$ cat src/rtl/tsd_pkg.sv
package tsd_pkg;

  typedef enum logic [1:0] {
    ST_IDLE = 2'd0,
    ST_ID2  = 2'd1,
    ST_PAY  = 2'd2
  } tsd_state_e;

  localparam int CTRL_CODE = 8;
  localparam int FILL_CODE = 7;

  // number of data symbols needed to cover a payload word
  function automatic int tsd_pay_symbols(input int out_w, input int dbits);
    return (out_w + dbits - 1) / dbits;
  endfunction

  // trigger number from identifier symbols; single-symbol form uses hi only
  function automatic logic [5:0] tsd_trig_number(input logic [2:0] hi,
                                                 input logic [2:0] lo,
                                                 input logic two_sym);
    return two_sym ? {hi, lo} : {3'b000, hi};
  endfunction

endpackage

$ cat src/rtl/tsd_sym_classify.sv
module tsd_sym_classify #(
  parameter int SYM_W = 4,
  parameter int DBITS = 3
) (
  input  logic             vld,
  input  logic [SYM_W-1:0] code,
  output logic             is_data,
  output logic             is_ctrl,
  output logic [DBITS-1:0] dbits
);
  localparam int NDATA = 1 << DBITS;

  always_comb begin
    is_data = vld && (int'(code) < NDATA);
    is_ctrl = vld && (int'(code) == tsd_pkg::CTRL_CODE);
    dbits   = code[DBITS-1:0];
  end
endmodule

$ cat src/rtl/tsd_frame_fsm.sv
module tsd_frame_fsm #(
  parameter int DBITS    = 3,
  parameter bit TWO_ID   = 1'b1,
  parameter int PAY_SYMS = 22
) (
  input  logic             clk,
  input  logic             rst_n,
  input  logic             is_data,
  input  logic             is_ctrl,
  input  logic [DBITS-1:0] dbits,
  output logic             start,
  output logic             id_lo_ld,
  output logic             pay_shift,
  output logic             frame_done,
  output logic             frame_abort,
  output logic             in_idle
);
  import tsd_pkg::*;
  localparam int CNT_W = $clog2(PAY_SYMS);

  tsd_state_e       state, state_nx;
  logic [CNT_W-1:0] cnt;

  always_comb begin
    in_idle     = (state == ST_IDLE);
    start       = in_idle && is_data && (int'(dbits) != FILL_CODE);
    id_lo_ld    = (state == ST_ID2) && is_data;
    pay_shift   = (state == ST_PAY) && is_data;
    frame_done  = pay_shift && (cnt == CNT_W'(PAY_SYMS - 1));
    frame_abort = is_ctrl && !in_idle;

    state_nx = state;
    if (is_ctrl)         state_nx = ST_IDLE;
    else if (start)      state_nx = TWO_ID ? ST_ID2 : ST_PAY;
    else if (id_lo_ld)   state_nx = ST_PAY;
    else if (frame_done) state_nx = ST_IDLE;
  end

  always_ff @(posedge clk) begin
    if (!rst_n) begin
      state <= ST_IDLE;
      cnt   <= '0;
    end else begin
      state <= state_nx;
      if (state_nx != ST_PAY)  cnt <= '0;
      else if (pay_shift)      cnt <= cnt + 1'b1;
    end
  end
endmodule

$ cat src/rtl/tsd_shift_acc.sv
module tsd_shift_acc #(
  parameter int DBITS = 3,
  parameter int OUT_W = 64
) (
  input  logic             clk,
  input  logic             rst_n,
  input  logic             shift,
  input  logic [DBITS-1:0] din,
  output logic [OUT_W-1:0] word_nx
);
  logic [OUT_W-1:0] acc;

  // bits above OUT_W fall off the top, so no clear is needed per frame
  always_comb word_nx = {acc[OUT_W-DBITS-1:0], din};

  always_ff @(posedge clk) begin
    if (!rst_n)     acc <= '0;
    else if (shift) acc <= word_nx;
  end
endmodule

$ cat src/rtl/trig_sym_decoder.sv
module trig_sym_decoder #(
  parameter int SYM_W     = 4,
  parameter int DBITS     = 3,
  parameter int PAYLOAD_W = 64,
  parameter bit UPLINK    = 1'b0
) (
  input  logic                 clk,
  input  logic                 rst_n,
  input  logic                 sym_valid,
  input  logic [SYM_W-1:0]     sym_code,
  output logic                 trig_valid,
  output logic [2*DBITS-1:0]   trig_num,
  output logic [PAYLOAD_W-1:0] trig_payload,
  output logic                 frame_err
);
  import tsd_pkg::*;
  localparam int  PAY_SYMS = tsd_pay_symbols(PAYLOAD_W, DBITS);
  localparam bit  TWO_ID   = !UPLINK;
  localparam int  NUM_W    = 2 * DBITS;

  logic             sym_data, sym_ctrl;
  logic [DBITS-1:0] sym_bits;
  logic             ev_start, ev_id_lo, ev_shift, ev_done, ev_abort, fsm_idle;
  logic [PAYLOAD_W-1:0] pay_nx;
  logic [NUM_W-1:0]     id_num;

  tsd_sym_classify #(.SYM_W(SYM_W), .DBITS(DBITS)) u_cls (
    .vld(sym_valid), .code(sym_code),
    .is_data(sym_data), .is_ctrl(sym_ctrl), .dbits(sym_bits)
  );

  tsd_frame_fsm #(.DBITS(DBITS), .TWO_ID(TWO_ID), .PAY_SYMS(PAY_SYMS)) u_fsm (
    .clk(clk), .rst_n(rst_n), .is_data(sym_data), .is_ctrl(sym_ctrl),
    .dbits(sym_bits), .start(ev_start), .id_lo_ld(ev_id_lo),
    .pay_shift(ev_shift), .frame_done(ev_done), .frame_abort(ev_abort),
    .in_idle(fsm_idle)
  );

  tsd_shift_acc #(.DBITS(DBITS), .OUT_W(PAYLOAD_W)) u_acc (
    .clk(clk), .rst_n(rst_n), .shift(ev_shift), .din(sym_bits), .word_nx(pay_nx)
  );

  generate
    if (TWO_ID) begin : g_two_id
      logic [DBITS-1:0] id_hi;
      always_ff @(posedge clk) begin
        if (!rst_n) begin
          id_hi  <= '0;
          id_num <= '0;
        end else begin
          if (ev_start) id_hi  <= sym_bits;
          if (ev_id_lo) id_num <= tsd_trig_number(id_hi, sym_bits, 1'b1);
        end
      end
    end else begin : g_one_id
      always_ff @(posedge clk) begin
        if (!rst_n)        id_num <= '0;
        else if (ev_start) id_num <= tsd_trig_number(sym_bits, 3'b000, 1'b0);
      end
    end
  endgenerate

  always_ff @(posedge clk) begin
    if (!rst_n) begin
      trig_valid   <= 1'b0;
      frame_err    <= 1'b0;
      trig_num     <= '0;
      trig_payload <= '0;
    end else begin
      trig_valid <= ev_done;
      frame_err  <= ev_abort;
      if (ev_done) begin
        trig_num     <= id_num;
        trig_payload <= pay_nx;
      end
    end
  end
endmodule

$ cat config.mk
export PLATFORM = sky130hd
export DESIGN_NAME = trig_sym_decoder
export DESIGN_NICKNAME = d
export VERILOG_FILES = /design/src/rtl/tsd_pkg.sv /design/src/rtl/tsd_sym_classify.sv /design/src/rtl/tsd_frame_fsm.sv /design/src/rtl/tsd_shift_acc.sv /design/src/rtl/trig_sym_decoder.sv
export SDC_FILE = /design/constraint.sdc
export NUM_CORES = 1
export LEC_CHECK = 0
export ABC_AREA = 1
export BUFFER_PORTS_ARGS = -buffer_cell sky130_fd_sc_hd__buf_2
export CORE_UTILIZATION = 50
export CTS_BUF_LIST = sky130_fd_sc_hd__clkbuf_16
export DETAILED_ROUTE_END_ITERATION = 7
export PLACE_DENSITY = 0.74
export SLEW_MARGIN = 10
export SYNTH_ARGS = -nofsm -noshare
export SYNTH_HDL_FRONTEND = slang
export SYNTH_SLANG_ARGS = --single-unit
$ cat constraint.sdc
create_clock -name clk -period 1.34 [get_ports clk]
set_input_delay 0.201 -clock clk [delete_from_list [all_inputs] [get_ports clk]]
set_output_delay 0.201 -clock clk [all_outputs]
set_load 0.02 [all_outputs]
## After elaboration in Yosys (flattened, before gate mapping)

Cells that the tools add are included.

| word-level totals | value |
|---|---|
| word-level logic and storage cells | 33 |
| input bits | 7 |
| flip-flop bits (word level) | 149 |

| cells by class | value |
|---|---|
| add/subtract/negate cells | 1 |
| eq/ne operators | 6 |
| mux-type cells | 4 |
| $lt $le $gt $ge | 1 |
| reduce and logical (&&, ||, !) cells | 11 |
| bitwise gates (word level) | 1 |

Operators with widths:

| kind | count |
|---|---|
| $logic_and A1 B1 Y1 | 8 |
| $mux W2 | 4 |
| $add A5 B1 Y5 const B | 1 |
| $eq A5 B5 Y1 const B | 1 |
| $eq A4 B4 Y1 const B | 1 |
| $lt A4 B4 Y1 const B | 1 |
| $ne A3 B1 Y1 const B | 1 |
| $eq A2 B1 Y1 const B | 1 |
| $eq A2 B2 Y1 const B | 1 |
| $logic_not A2 Y1 | 1 |
| $ne A2 B2 Y1 const B | 1 |
| $reduce_or A2 Y1 | 1 |
| $logic_not A1 Y1 | 1 |
| $not A1 Y1 | 1 |

## Logic depth before layout (Yosys ltp)

| logic depth | value |
|---|---|
| word-level depth | 10 |
| depth in mapped cells | 10 |
| mapped depth without buffers | 9 |

## Modules after synthesis

A second synthesis with hierarchy kept.

| unflattened totals | value |
|---|---|
| cells, all modules | 967 |
| area total of the unflattened synthesis | 6353.6 um^2 |

By module, submodules not included:

| module | area an instance (um^2) | cells each | instances | sequential area each (um^2) |
|---|---|---|---|---|
| trig_sym_decoder | 3303.2 | 503 | 1 | 1621.6 |
| tsd_shift_acc | 2542.4 | 390 | 1 | 1221.2 |
| tsd_frame_fsm | 454.2 | 63 | 1 | 140.1 |
| tsd_sym_classify | 53.8 | 11 | 1 | 0.0 |

## Least setup slack after synthesis

Ideal clock, no wire load.

| path | value |
|---|---|
| path kind | reg-to-reg |
| start point | reg u_fsm.cnt[1] |
| end point | reg trig_num[0] |
| arrival time | 1.224 ns |
| slack | 0.000 ns |
| path buffers | 2 |
| cell stages (with the launch flop) | 11 |
| period minus slack after synthesis | 1.340 ns |
| required time | 1.224 ns |
| cells stage by stage | dfxtp_1 > inv_1 > ha_1 > nand2_1 > nor2_1 > nand2_2 > inv_2 > buf_6 > buf_4 > nor2_1 > nor2_1 |

| on the way | value |
|---|---|
| cells in the longest elaborated chain, start to end | 2 |

RTL lines:

| element | line | RTL |
|---|---|---|
| start, declared | tsd_frame_fsm.sv:22 | `logic [CNT_W-1:0] cnt;` |
| start signal, assigned | tsd_frame_fsm.sv:46 | `else if (pay_shift) cnt <= cnt + 1'b1;` |
| $eq A5 B5 Y1 | tsd_frame_fsm.sv:29 | `frame_done = pay_shift && (cnt == CNT_W'(PAY_SYMS - 1));` |
| $logic_and A1 B1 Y1 | tsd_frame_fsm.sv:29 |  |
| end signal, assigned | trig_sym_decoder.sv:73 | `trig_num <= id_num;` |
| end, declared | trig_sym_decoder.sv:12 | `output logic [2*DBITS-1:0] trig_num,` |

Every way passes these cells.
A chain may end at the register's enable or synchronous reset.

## Worst setup path in the final report

| path | value |
|---|---|
| start point | reg u_fsm.cnt[1] |
| end point | reg trig_payload[58] |

| on the way | value |
|---|---|
| cells in the longest elaborated chain, start to end | 2 |

RTL lines:

| element | line | RTL |
|---|---|---|
| $eq A5 B5 Y1 | tsd_frame_fsm.sv:29 |  |
| $logic_and A1 B1 Y1 | tsd_frame_fsm.sv:29 |  |
| end signal, assigned | trig_sym_decoder.sv:74 | `trig_payload <= pay_nx;` |
| end, declared | trig_sym_decoder.sv:13 | `output logic [PAYLOAD_W-1:0] trig_payload,` |

Every way passes these cells.

==> results.yml <==
status:
  status: "finished with violations"
  violations: "setup timing"
synth:
  synth_top_family_by_area: "simple AND/OR/NAND/NOR gates"
  synth_area_um2: 5220
  netlist_instances: 648
  synth-simple-area-share: 0.184
  avgSynthCellArea_um2: 8.05
  ys_seq_area_frac: 0.572
  synth_fa_ha_area_frac: 0.00480
  synthDistinctLibCells: 20
  synth_compound_area_frac: 0.168
  ys_ff_latch: 149
  syn_nets: 657
  synth_mux_area_frac: 0
  synthXorXnorAreaFrac: 0.00672
  ys_warn_count: 0
grt:
  grt_pass1_wl_um: 19600
  gr-usage-all-layers: 0.226
  grt_max_degree: 37
  grt_pass1_vias: 4211
  overflow: 0
  antenna_found_initial: 0
die:
  start_util: 0.524
  die_x_um: 104
  coreArea_um2: 9950
  ioPinCount: 79
  dieArea_um2: 10800
  dieHeight_um: 104
  num_rows: 36
worst_setup_path:
  required_ps: 1650
  start_kind: "flop"
  path_max_fanout: 8
  cp.arrival_ps: 1710
  r2r_cells: 9
  path_class: "flop to flop"
  cp-end-kind: "flop"
routing:
  drt-initial-drc-count: 230
  drtAntennaViolNets: 0
  drt-total-wl_um: 12500
  wire_per_inst_um: 14.1
  drtPass1Iterations: 5
  drc: 0
  vias_per_cell: 5.22
  vias: 4639
placement:
  place.gp.congestion: 0.776
  hpwl_um: 7770
  port_buffers: 78
  place_inst: 851
timing:
  maxSlewViolCount: 0
  finalHoldViolCount: 0
  setup_viol: 15
  maxSlewHeadroom: 0.780
  hold_slack_ps: 102
  rsz0062_at_grt: "true"
  tns_ps: -260
  fin_worst_skew_ps: 6.33
  post-route-min-period_ps: 1390
  tightest_slew_ps: 330
  fin_ws_ps: -52.1
  fmax_ghz: 0.718
  timing.final.crit_share: 1.04
layout:
  areaGrowthSynthToFinish_pct: 30.8
  multi_input_comb_area_um2: 2080
  n_antenna_cell: 0
  finalNonFillerCells: 888
  fillers: 785
  seqCellArea_um2: 2990
  drive_gt1_frac: 0.256
  final_nets: 751
power:
  leakagePower_nw: 2.76
  power_density_nw_per_um2: 1360
  power_mw: 9.28
  peakVddDrop_uv: 773
job:
  drv_cap: 0
clock_network:
  clk_latency_ps: 420
  cts.sinks: 149
  cts_max_level: 4
  cts_tree: "yes"
  clock_tree.buffer_depth: 2
  clk_pin_slew_ps: 60
  cts_root_buffer: "clkbuf_16"
  numCtsBuffers: 17
worst_hold_path:
  hold_class: "input port to flop"
  holdPathStages: 3
[state kept, by name, indices dropped and copies added (netlist names)]
signal	cells
g_two_id.id_hi	3
trig_payload	64
id_num	6
u_fsm.cnt	5
trig_valid	1
trig_num	6
frame_err	1
u_acc.acc	61
u_fsm.state	2
[per-stage QoR]
stage                     instance area [µm²]   util  setup slack (ps)
after floorplan                          5220      -            0.0510
final                                    6820  0.685             -52.1
after CTS                                6560  0.659             -20.6
after global placement                   5930  0.596             -16.1
after detailed placement                 5930  0.596             -97.8
after global routing                     6820  0.685              -101
[area by class of cell]
| cell class | count | area share |
|---|---|---|
| Tap cell | 133 | 0.0244 |
| Clock buffer | 17 | 0.0624 |
| Timing Repair Buffer | 118 | 0.131 |
| Clock inverter | 15 | 0.0205 |
| Sequential cell | 149 | 0.438 |
| Inverter | 35 | 0.0200 |
| Multi-Input combinational cell | 421 | 0.304 |
[final timing paths]
| path | start | end | slack, ps |
|---|---|---|---|
| min reg2reg | trig_payload[0] | trig_payload[0] | 460 |
| max | u_fsm.cnt[1] | trig_payload[58] | -50 |
| max reg2reg | u_fsm.cnt[1] | trig_payload[58] | -50 |
| min | sym_code[0] | trig_payload[0] | 100 |
[cells in the final DEF (no fill, tap or decap), types with 2 or more instances in the layout]
master        n
dfxtp_1     146
nor2_1      136
buf_2        78
nand2_1      75
o21ai_0      57
a21oi_1      54
inv_1        32
o21ai_1      25
buf_4        23
clkbuf_16    20
nand3_1      19
o21ai_2      16
a211oi_1     10
buf_12        9
a21oi_2       6
clkinvlp_4    6
nand2_2       4
buf_6         4
inv_2         3
nand2_4       3
xor2_1        3
clkinv_2      3
dfxtp_2       3
nor2_4        2
inv_6         2
nor2_2        2
nand3_2       2
o21ai_4       2
clkinv_1      2
bufinv_16     2
[worst max-delay path, cell delays in order, from the launching register on]
cell	delay, ps
dfxtp_2	320
inv_2	60
ha_4	130
nand2_4	40
nor2_4	110
nand2_4	100
buf_12	170
clkbuf_16	160
o21ai_2	130
nor2_1	50
[kinds of logic after synthesis]
group / count (synthesis)
compound gates: 170
xor+xnor: 4
fa+ha+maj: 2
buf+inv: 78
flops: 149
simple gates: 245
[repair_timing]
action                                  4_1_cts  5_1_grt
hold buffers                                  0        0
pin swaps                                     1        5
setup buffers                                 1        0
gates cloned                                  0        4
gates resized for setup                      34       68
endpoints found under the setup margin       72       97
[metal layers]
metal  share of wire  wire length (µm)  up-vias  GRT usage
li1                -                 -     2296          -
met1            0.44              5530     2203      0.282
met2            0.50              6280      122      0.380
met3           0.040               502       18     0.0583
met4           0.014               176        0     0.0765
met5               0                 0        -          0
[power by group]
group | internal [mW] | leakage (nW) | switching (mW)
combinational | 0.101 | 1.30 | 0.188
sequential | 4.46 | 1.20 | 0.0199
clock | 2.71 | 0.263 | 1.80
total | 7.27 | 2.76 | 2.01
[cells in the mapped netlist]
master    count  area (µm²)
dfxtp_1     149        2980
nor2_1      139         522
o21ai_0     100         500
nand2_1      80         300
a21oi_1      60         300
inv_1        32         120
clkbuf_1     29         109
nand3_1      22         110
a211oi_1     10        75.1
buf_1         4        15.0
buf_2         4        20.0
buf_6         4        45.0
inv_2         3        11.3
xor2_1        3        26.3
buf_4         2        15.0
ha_1          2        25.0
nand2_2       2        12.5
nor2_4        1        11.3
nor3_1        1        5.00
xnor2_1       1        8.76
Note: power is estimated with default switching activity, not from simulation.
